[src/rtl/jr_pkg.sv]
// Shared encodings for the jump resolver.
// Assumes the opcode layout: condition [7:4], source select [3], class [2:0].
package jr_pkg;

    typedef enum logic [3:0] {
        OP_ALWAYS = 4'h0,
        OP_EQ     = 4'h1,
        OP_UGT    = 4'h2,
        OP_UGE    = 4'h3,
        OP_ANYBIT = 4'h4,
        OP_NE     = 4'h5,
        OP_SGT    = 4'h6,
        OP_SGE    = 4'h7,
        OP_INVOKE = 4'h8,
        OP_LEAVE  = 4'h9,
        OP_ULT    = 4'hA,
        OP_ULE    = 4'hB,
        OP_SLT    = 4'hC,
        OP_SLE    = 4'hD
    } jop_e;

    localparam logic [2:0] CLS_WIDE   = 3'd5;
    localparam logic [2:0] CLS_NARROW = 3'd6;

    typedef enum logic [1:0] {
        NX_SEQ    = 2'd0,
        NX_BRANCH = 2'd1,
        NX_HOLD   = 2'd2
    } nxt_e;

endpackage

[src/rtl/jr_compare.sv]
// Condition evaluator: picks the second operand, narrows both to the
// selected width and evaluates the condition code.
// Assumes: the immediate is sign-extended to the comparison width;
// codes without a comparison yield cond = 1 for OP_ALWAYS and 0 otherwise.
module jr_compare
    import jr_pkg::*;
#(
    parameter int DATA_W = 64,
    parameter int IMM_W  = 32
) (
    input  logic [3:0]        code,
    input  logic              narrow,
    input  logic              use_reg,
    input  logic [IMM_W-1:0]  imm,
    input  logic [DATA_W-1:0] dst_val,
    input  logic [DATA_W-1:0] src_val,
    output logic              cond
);
    localparam int HALF_W = DATA_W / 2;

    logic [DATA_W-1:0]        b_raw;
    logic [DATA_W-1:0]        ua, ub;
    logic signed [DATA_W-1:0] sa, sb;

    // Choose the second operand: sign-extended immediate or register.
    always_comb begin
        if (use_reg) b_raw = src_val;
        else         b_raw = {{(DATA_W-IMM_W){imm[IMM_W-1]}}, imm};
    end

    // Narrow to the low half for class 6, as unsigned and signed views.
    always_comb begin
        if (narrow) begin
            ua = {{HALF_W{1'b0}}, dst_val[HALF_W-1:0]};
            ub = {{HALF_W{1'b0}}, b_raw[HALF_W-1:0]};
            sa = {{HALF_W{dst_val[HALF_W-1]}}, dst_val[HALF_W-1:0]};
            sb = {{HALF_W{b_raw[HALF_W-1]}}, b_raw[HALF_W-1:0]};
        end else begin
            ua = dst_val;
            ub = b_raw;
            sa = dst_val;
            sb = b_raw;
        end
    end

    // Evaluate the condition selected by the code.
    always_comb begin
        unique case (code)
            OP_ALWAYS: cond = 1'b1;
            OP_EQ:     cond = (ua == ub);
            OP_NE:     cond = (ua != ub);
            OP_ANYBIT: cond = |(ua & ub);
            OP_UGT:    cond = (ua > ub);
            OP_UGE:    cond = (ua >= ub);
            OP_ULT:    cond = (ua < ub);
            OP_ULE:    cond = (ua <= ub);
            OP_SGT:    cond = (sa > sb);
            OP_SGE:    cond = (sa >= sb);
            OP_SLT:    cond = (sa < sb);
            OP_SLE:    cond = (sa <= sb);
            default:   cond = 1'b0;
        endcase
    end

endmodule

[src/rtl/jr_next_pc.sv]
// Next program counter: sequential step, relative branch, or hold.
// Assumes the counter counts instruction slots and wraps modulo 2^PC_W.
module jr_next_pc
    import jr_pkg::*;
#(
    parameter int PC_W  = 32,
    parameter int OFF_W = 16
) (
    input  logic [PC_W-1:0]  pc,
    input  logic [OFF_W-1:0] offset,
    input  nxt_e             kind,
    output logic [PC_W-1:0]  next_pc
);
    logic [PC_W-1:0] step;
    logic [PC_W-1:0] disp;

    // The successor slot and the sign-extended displacement.
    always_comb begin
        step = pc + PC_W'(1);
        disp = {{(PC_W-OFF_W){offset[OFF_W-1]}}, offset};
    end

    // Select the next counter value by kind.
    always_comb begin
        unique case (kind)
            NX_BRANCH: next_pc = step + disp;
            NX_SEQ:    next_pc = step;
            default:   next_pc = pc;
        endcase
    end

endmodule

[src/rtl/jr_pc_reg.sv]
// Program counter register: synchronous active-low reset to 0, loads
// next value when stall is low and keeps its value when stall is high.
module jr_pc_reg #(
    parameter int PC_W = 32
) (
    input  logic            clk,
    input  logic            rst_n,
    input  logic            stall,
    input  logic [PC_W-1:0] d,
    output logic [PC_W-1:0] q
);
    // Hold the counter, updating only on unstalled cycles.
    always_ff @(posedge clk) begin
        if (!rst_n)      q <= '0;
        else if (!stall) q <= d;
    end

    // a stalled cycle leaves the counter unchanged.
    p_stall_hold_r12: assert property (@(posedge clk) disable iff (!rst_n)
        stall |=> $stable(q));

endmodule

[src/rtl/jump_resolver.sv]
// Jump resolver top: decodes class and condition, flags illegal
// encodings, raises call and exit requests and steps the counter.
// Assumes one instruction per valid cycle; requests are combinational
// and are not gated by stall.
module jump_resolver
    import jr_pkg::*;
#(
    parameter int PC_W   = 32,
    parameter int DATA_W = 64,
    parameter int IMM_W  = 32,
    parameter int OFF_W  = 16
) (
    input  logic              clk,
    input  logic              rst_n,
    input  logic              stall,
    input  logic              instr_valid,
    input  logic [7:0]        opcode,
    input  logic [OFF_W-1:0]  offset,
    input  logic [IMM_W-1:0]  imm,
    input  logic [DATA_W-1:0] dst_val,
    input  logic [DATA_W-1:0] src_val,
    output logic [PC_W-1:0]   pc,
    output logic [PC_W-1:0]   next_pc,
    output logic              taken,
    output logic              call_req,
    output logic [IMM_W-1:0]  call_target,
    output logic              exit_req,
    output logic              illegal
);
    logic [3:0] code;
    logic [2:0] cls;
    logic       use_reg;
    logic       narrow;
    logic       bad;
    logic       cond;
    logic       is_invoke, is_leave;
    nxt_e       kind;

    // Split the opcode into its fields.
    always_comb begin
        code    = opcode[7:4];
        use_reg = opcode[3];
        cls     = opcode[2:0];
        narrow  = (cls == CLS_NARROW);
    end

    // Flag encodings that are not legal jump-class instructions.
    always_comb begin
        bad = 1'b0;
        if (cls != CLS_WIDE && cls != CLS_NARROW)               bad = 1'b1;
        if (code > 4'hD)                                        bad = 1'b1;
        if (narrow && (code == OP_ALWAYS || code == OP_LEAVE))  bad = 1'b1;
    end

    jr_compare #(.DATA_W(DATA_W), .IMM_W(IMM_W)) u_cmp (
        .code    (code),
        .narrow  (narrow),
        .use_reg (use_reg),
        .imm     (imm),
        .dst_val (dst_val),
        .src_val (src_val),
        .cond    (cond)
    );

    // Raise the outputs for a valid instruction and pick the counter step.
    always_comb begin
        is_invoke   = (code == OP_INVOKE);
        is_leave    = (code == OP_LEAVE);
        illegal     = instr_valid && bad;
        call_req    = instr_valid && !bad && is_invoke;
        exit_req    = instr_valid && !bad && is_leave;
        taken       = instr_valid && !bad && !is_invoke && !is_leave && cond;
        call_target = imm;
        if (!instr_valid || bad || is_leave) kind = NX_HOLD;
        else if (taken)                      kind = NX_BRANCH;
        else                                 kind = NX_SEQ;
    end

    jr_next_pc #(.PC_W(PC_W), .OFF_W(OFF_W)) u_nxt (
        .pc      (pc),
        .offset  (offset),
        .kind    (kind),
        .next_pc (next_pc)
    );

    jr_pc_reg #(.PC_W(PC_W)) u_pc (
        .clk   (clk),
        .rst_n (rst_n),
        .stall (stall),
        .d     (next_pc),
        .q     (pc)
    );

    // at most one of the four outcomes in any cycle.
    p_one_outcome_r11: assert property (@(posedge clk) disable iff (!rst_n)
        $onehot0({taken, call_req, exit_req, illegal}));

    // an unstalled exit leaves the counter where it was.
    p_exit_hold_r10: assert property (@(posedge clk) disable iff (!rst_n)
        (exit_req && !stall) |=> (pc == $past(pc)));

    // an unstalled, not-taken, non-exit, legal instruction steps by one.
    p_seq_step_r7: assert property (@(posedge clk) disable iff (!rst_n)
        (instr_valid && !stall && !taken && !exit_req && !illegal)
        |=> (pc == $past(pc) + PC_W'(1)));

    // with no instruction the counter does not move.
    p_idle_hold_r13: assert property (@(posedge clk) disable iff (!rst_n)
        (!instr_valid && !stall) |=> $stable(pc));

    // an illegal instruction never moves the counter.
    p_illegal_hold_r11: assert property (@(posedge clk) disable iff (!rst_n)
        illegal |=> $stable(pc));

endmodule

[config.mk]
export PLATFORM = sky130hd
export DESIGN_NAME = jump_resolver
export DESIGN_NICKNAME = d
export VERILOG_FILES = /design/src/rtl/jr_pkg.sv /design/src/rtl/jr_compare.sv /design/src/rtl/jr_next_pc.sv /design/src/rtl/jr_pc_reg.sv /design/src/rtl/jump_resolver.sv
export SDC_FILE = /design/constraint.sdc
export NUM_CORES = 1
export LEC_CHECK = 0
export BUFFER_PORTS_ARGS = -buffer_cell sky130_fd_sc_hd__buf_4
export CORE_UTILIZATION = 45
export CTS_CLUSTER_DIAMETER = 100
export DETAILED_ROUTE_END_ITERATION = 12
export PLACE_DENSITY = 0.71
export SETUP_SLACK_MARGIN = 0.02
export SYNTH_ARGS = -nofsm -noshare
export SYNTH_HDL_FRONTEND = slang
export SYNTH_SLANG_ARGS = --single-unit
[constraint.sdc]
create_clock -name clk -period 5.9 [get_ports clk]
set_input_delay 0.59 -clock clk [delete_from_list [all_inputs] [get_ports clk]]
set_output_delay 0.59 -clock clk [all_outputs]
set_load 0.01 [all_outputs]
==> run summary <==
FF+latch count, synth: 32
Largest net degree at the start of global routing: 65
DR iter-0 viols: 650
Critical Path Fanout Max: 64
Cells after Synth: 1355
Initial antenna violation count: 0
Seq/Total Area, Yosys: 0.0674
Multi-input combinational cell area: 7790 µm²
Ant diodes: 0
H-tree levels: 2
EDFF count, synth: 0
Initial Utilization: 0.464
Post-Syn Nets: 1736
Detailed Place HPWL: 24.8 mm
Power per standard cell area: 104 nW/µm²
Max cap viols: 0
TritonCTS buffer count: 5
Max incr delay on CP: 0.39 ns
Register area: 641 µm²
Top FF cell, synth: dfxtp_1
Clock transition at the registers of the reported paths: 0.06 ns
Pre-CTS setup slack: -0.0597 ns
Max clock buf depth: 2
Leak: 6.18 nW
Tcrit/Tclk final: 0.925
Final instance area: 11800 µm²
Yosys warnings: 0
Area growth syn-to-layout: 24.6%
HP Class: register to register
Syn Area/Cell: 7.01 µm²
Die Wd: 147 µm
Critical path cell sequence: buf_4, buf_12, mux2i_2, nor2_2, buf_12, nor2_1, ha_1, a21oi_1, o21ai_0, a211oi_1, o21ai_0, a31oi_1, nand3_1, and4_1, nand2_2, nand2_4, inv_8, buf_4, a2bb2oi_1, o211ai_1, buf_4
Root Buffer: clkbuf_16
Total track usage: 0.276
Relative slew slack: 0.316
Tmin final: 5.46 ns
Die span in y: 147 µm
Via count: 10400
Setup CP Type: input pin to primary output
CORE AREA: 20500 µm²
Req. time, crit path: 5.31 ns
Largest Register: u_pc.q
Port Buf Inserts: 287
Row count: 52
Drt wl/cell: 16.4 µm
Post-DP Area: 11700 µm²
Share of cells above drive strength 1: 0.222
Number of global-route vias before repair: 9925
Power Total: 1.23 mW
Status: complete, no violations
Critical path arrival: 4.87 ns
Crit start category: input pin
DRC viols: 0
Crit-path most repeated cell: buf_4
Commonest non-fill, non-tap cell in the layout: buf_4
Setup crit end kind: primary output
Clock Skew: 0.00629 ns
RSZ-0062 raised after global routing: true
Fraction of registers with async set/reset: 0
Post-synthesis cell type count: 74
Nets: 1960
Final ANT Viol Nets: 0
Final slew viol count: 0
Critical-path top delay cell: mux2i_2
TritonCTS clock tree: done
First-pass GRT wire length: 49.3 mm
Final worst setup slack: 0.440 ns
Drt first pass iters: 5
Count of final setup violators: 0
Vias per std cell: 5.62
Clk sinks: 32
Die area: 21700 µm²
WL final: 30.4 mm
Slew @ Worst Pin: 1.03 ns
Commonest non-fill, non-tap cells in the layout: 307 x buf_4, 192 x ha_1, 154 x inv_1, 154 x nand2_1, 104 x a21oi_1
I/O pin count: 288
Biggest regs: u_pc.q: 32 flops
FMAX: 0.183 GHz
Filler Cells Inserted: 1981
Clock Latency Late Sink: 0.29 ns
Worst vdd ir: 86.0 µV
Max reg flops: 32
Grt ovf: 0
CP top delay family: compound AO/OA/AOI/OAI gates
Routability cong.: 0.941
CP Buf/Inv Count: 6
Post-synthesis cell area: 9500 µm²
Final Hold Vio Count: 0
[kinds of logic after synthesis]
group | synth area share
compound gates | 0.211
xor+xnor | 0.0507
fa+ha+maj | 0.255
buf+inv | 0.117
flops | 0.0674
mux | 0.0635
simple gates | 0.235
[stage by stage]
step / hold WS (ns) / utilization / std cells / setup TNS [ns]
after floorplan: 0.542 / - / 1355 / 0
after global placement: 0.532 / 0.569 / 1840 / 0
after detailed placement: 0.544 / 0.569 / 1840 / -0.0678
after CTS: 0.549 / 0.576 / 1847 / 0
after global routing: 0.599 / 0.578 / 1849 / 0
final: 0.552 / 0.578 / 1849 / 0
[final timing paths]
check | startpoint | end | slack [ns] | depth (start not counted)
setup / recovery | opcode[3] | next_pc[19] | 0.44 | 21
hold / removal | u_pc.q[15] | u_pc.q[15] | 0.55 | 2
setup reg to reg | u_pc.q[1] | u_pc.q[31] | 1.42 | 18
hold reg to reg | u_pc.q[15] | u_pc.q[15] | 0.55 | 2
[synth_stat cells, types with 6 or more instances]
library cell,instances,area share
ha_1,192,0.25
inv_1,154,0.061
nand2_1,154,0.061
a21oi_1,104,0.055
nor2_1,87,0.034
o21ai_0,78,0.041
mux2i_1,58,0.061
nand3_1,50,0.026
clkbuf_1,46,0.018
nand4_1,39,0.026
xnor2_1,37,0.034
buf_4,34,0.027
dfxtp_1,32,0.067
nor4_1,26,0.017
nor3_1,23,0.012
o211ai_1,19,0.015
xor2_1,18,0.017
a211oi_1,17,0.013
a21o_1,14,0.011
nand2b_1,14,0.0092
a211oi_2,12,0.016
and3_1,10,0.0066
and4_1,9,0.0083
and2_1,7,0.0046
a311oi_1,6,0.0055
a31oi_1,6,0.0040
buf_6,6,0.0071
nor2b_1,6,0.0040
[worst min-delay path, cell delays in order, from the launching register on]
cell and delay [ns]:
dfxtp_1 0.35, nand3_1 0.08, o21ai_0 0.07
[power by group]
group          switching (mW)  internal (mW)  total [mW]
logic                   0.413          0.332       0.745
clock network           0.104          0.154       0.258
registers              0.0100          0.222       0.232
[area by class of cell]
type,instances,area share
multi-input combinational,1076,0.658
timing repair buffer,309,0.198
sequential,32,0.0541
inverter,155,0.0498
tap,270,0.0285
clock buffer,6,0.0109
clock inverter,1,0.000423
[metal layers]
metal | up-vias | routed length (µm) | global-route usage
met1 | 4781 | 14500 | 0.383
met3 | 41 | 1720 | 0.0370
met2 | 359 | 13700 | 0.447
li1 | 5213 | - | -
met4 | 0 | 513 | 0.0675
met5 | - | 0 | 0
[repair_timing]
item	in CTS	in global routing
pin swaps	0	1
setup buffers	0	1
cloned	0	1
setup endpoints to repair	6	27
hold buffers	0	0
resized for setup	1	8
No activity file was read; power rests on OpenSTA's default activity.
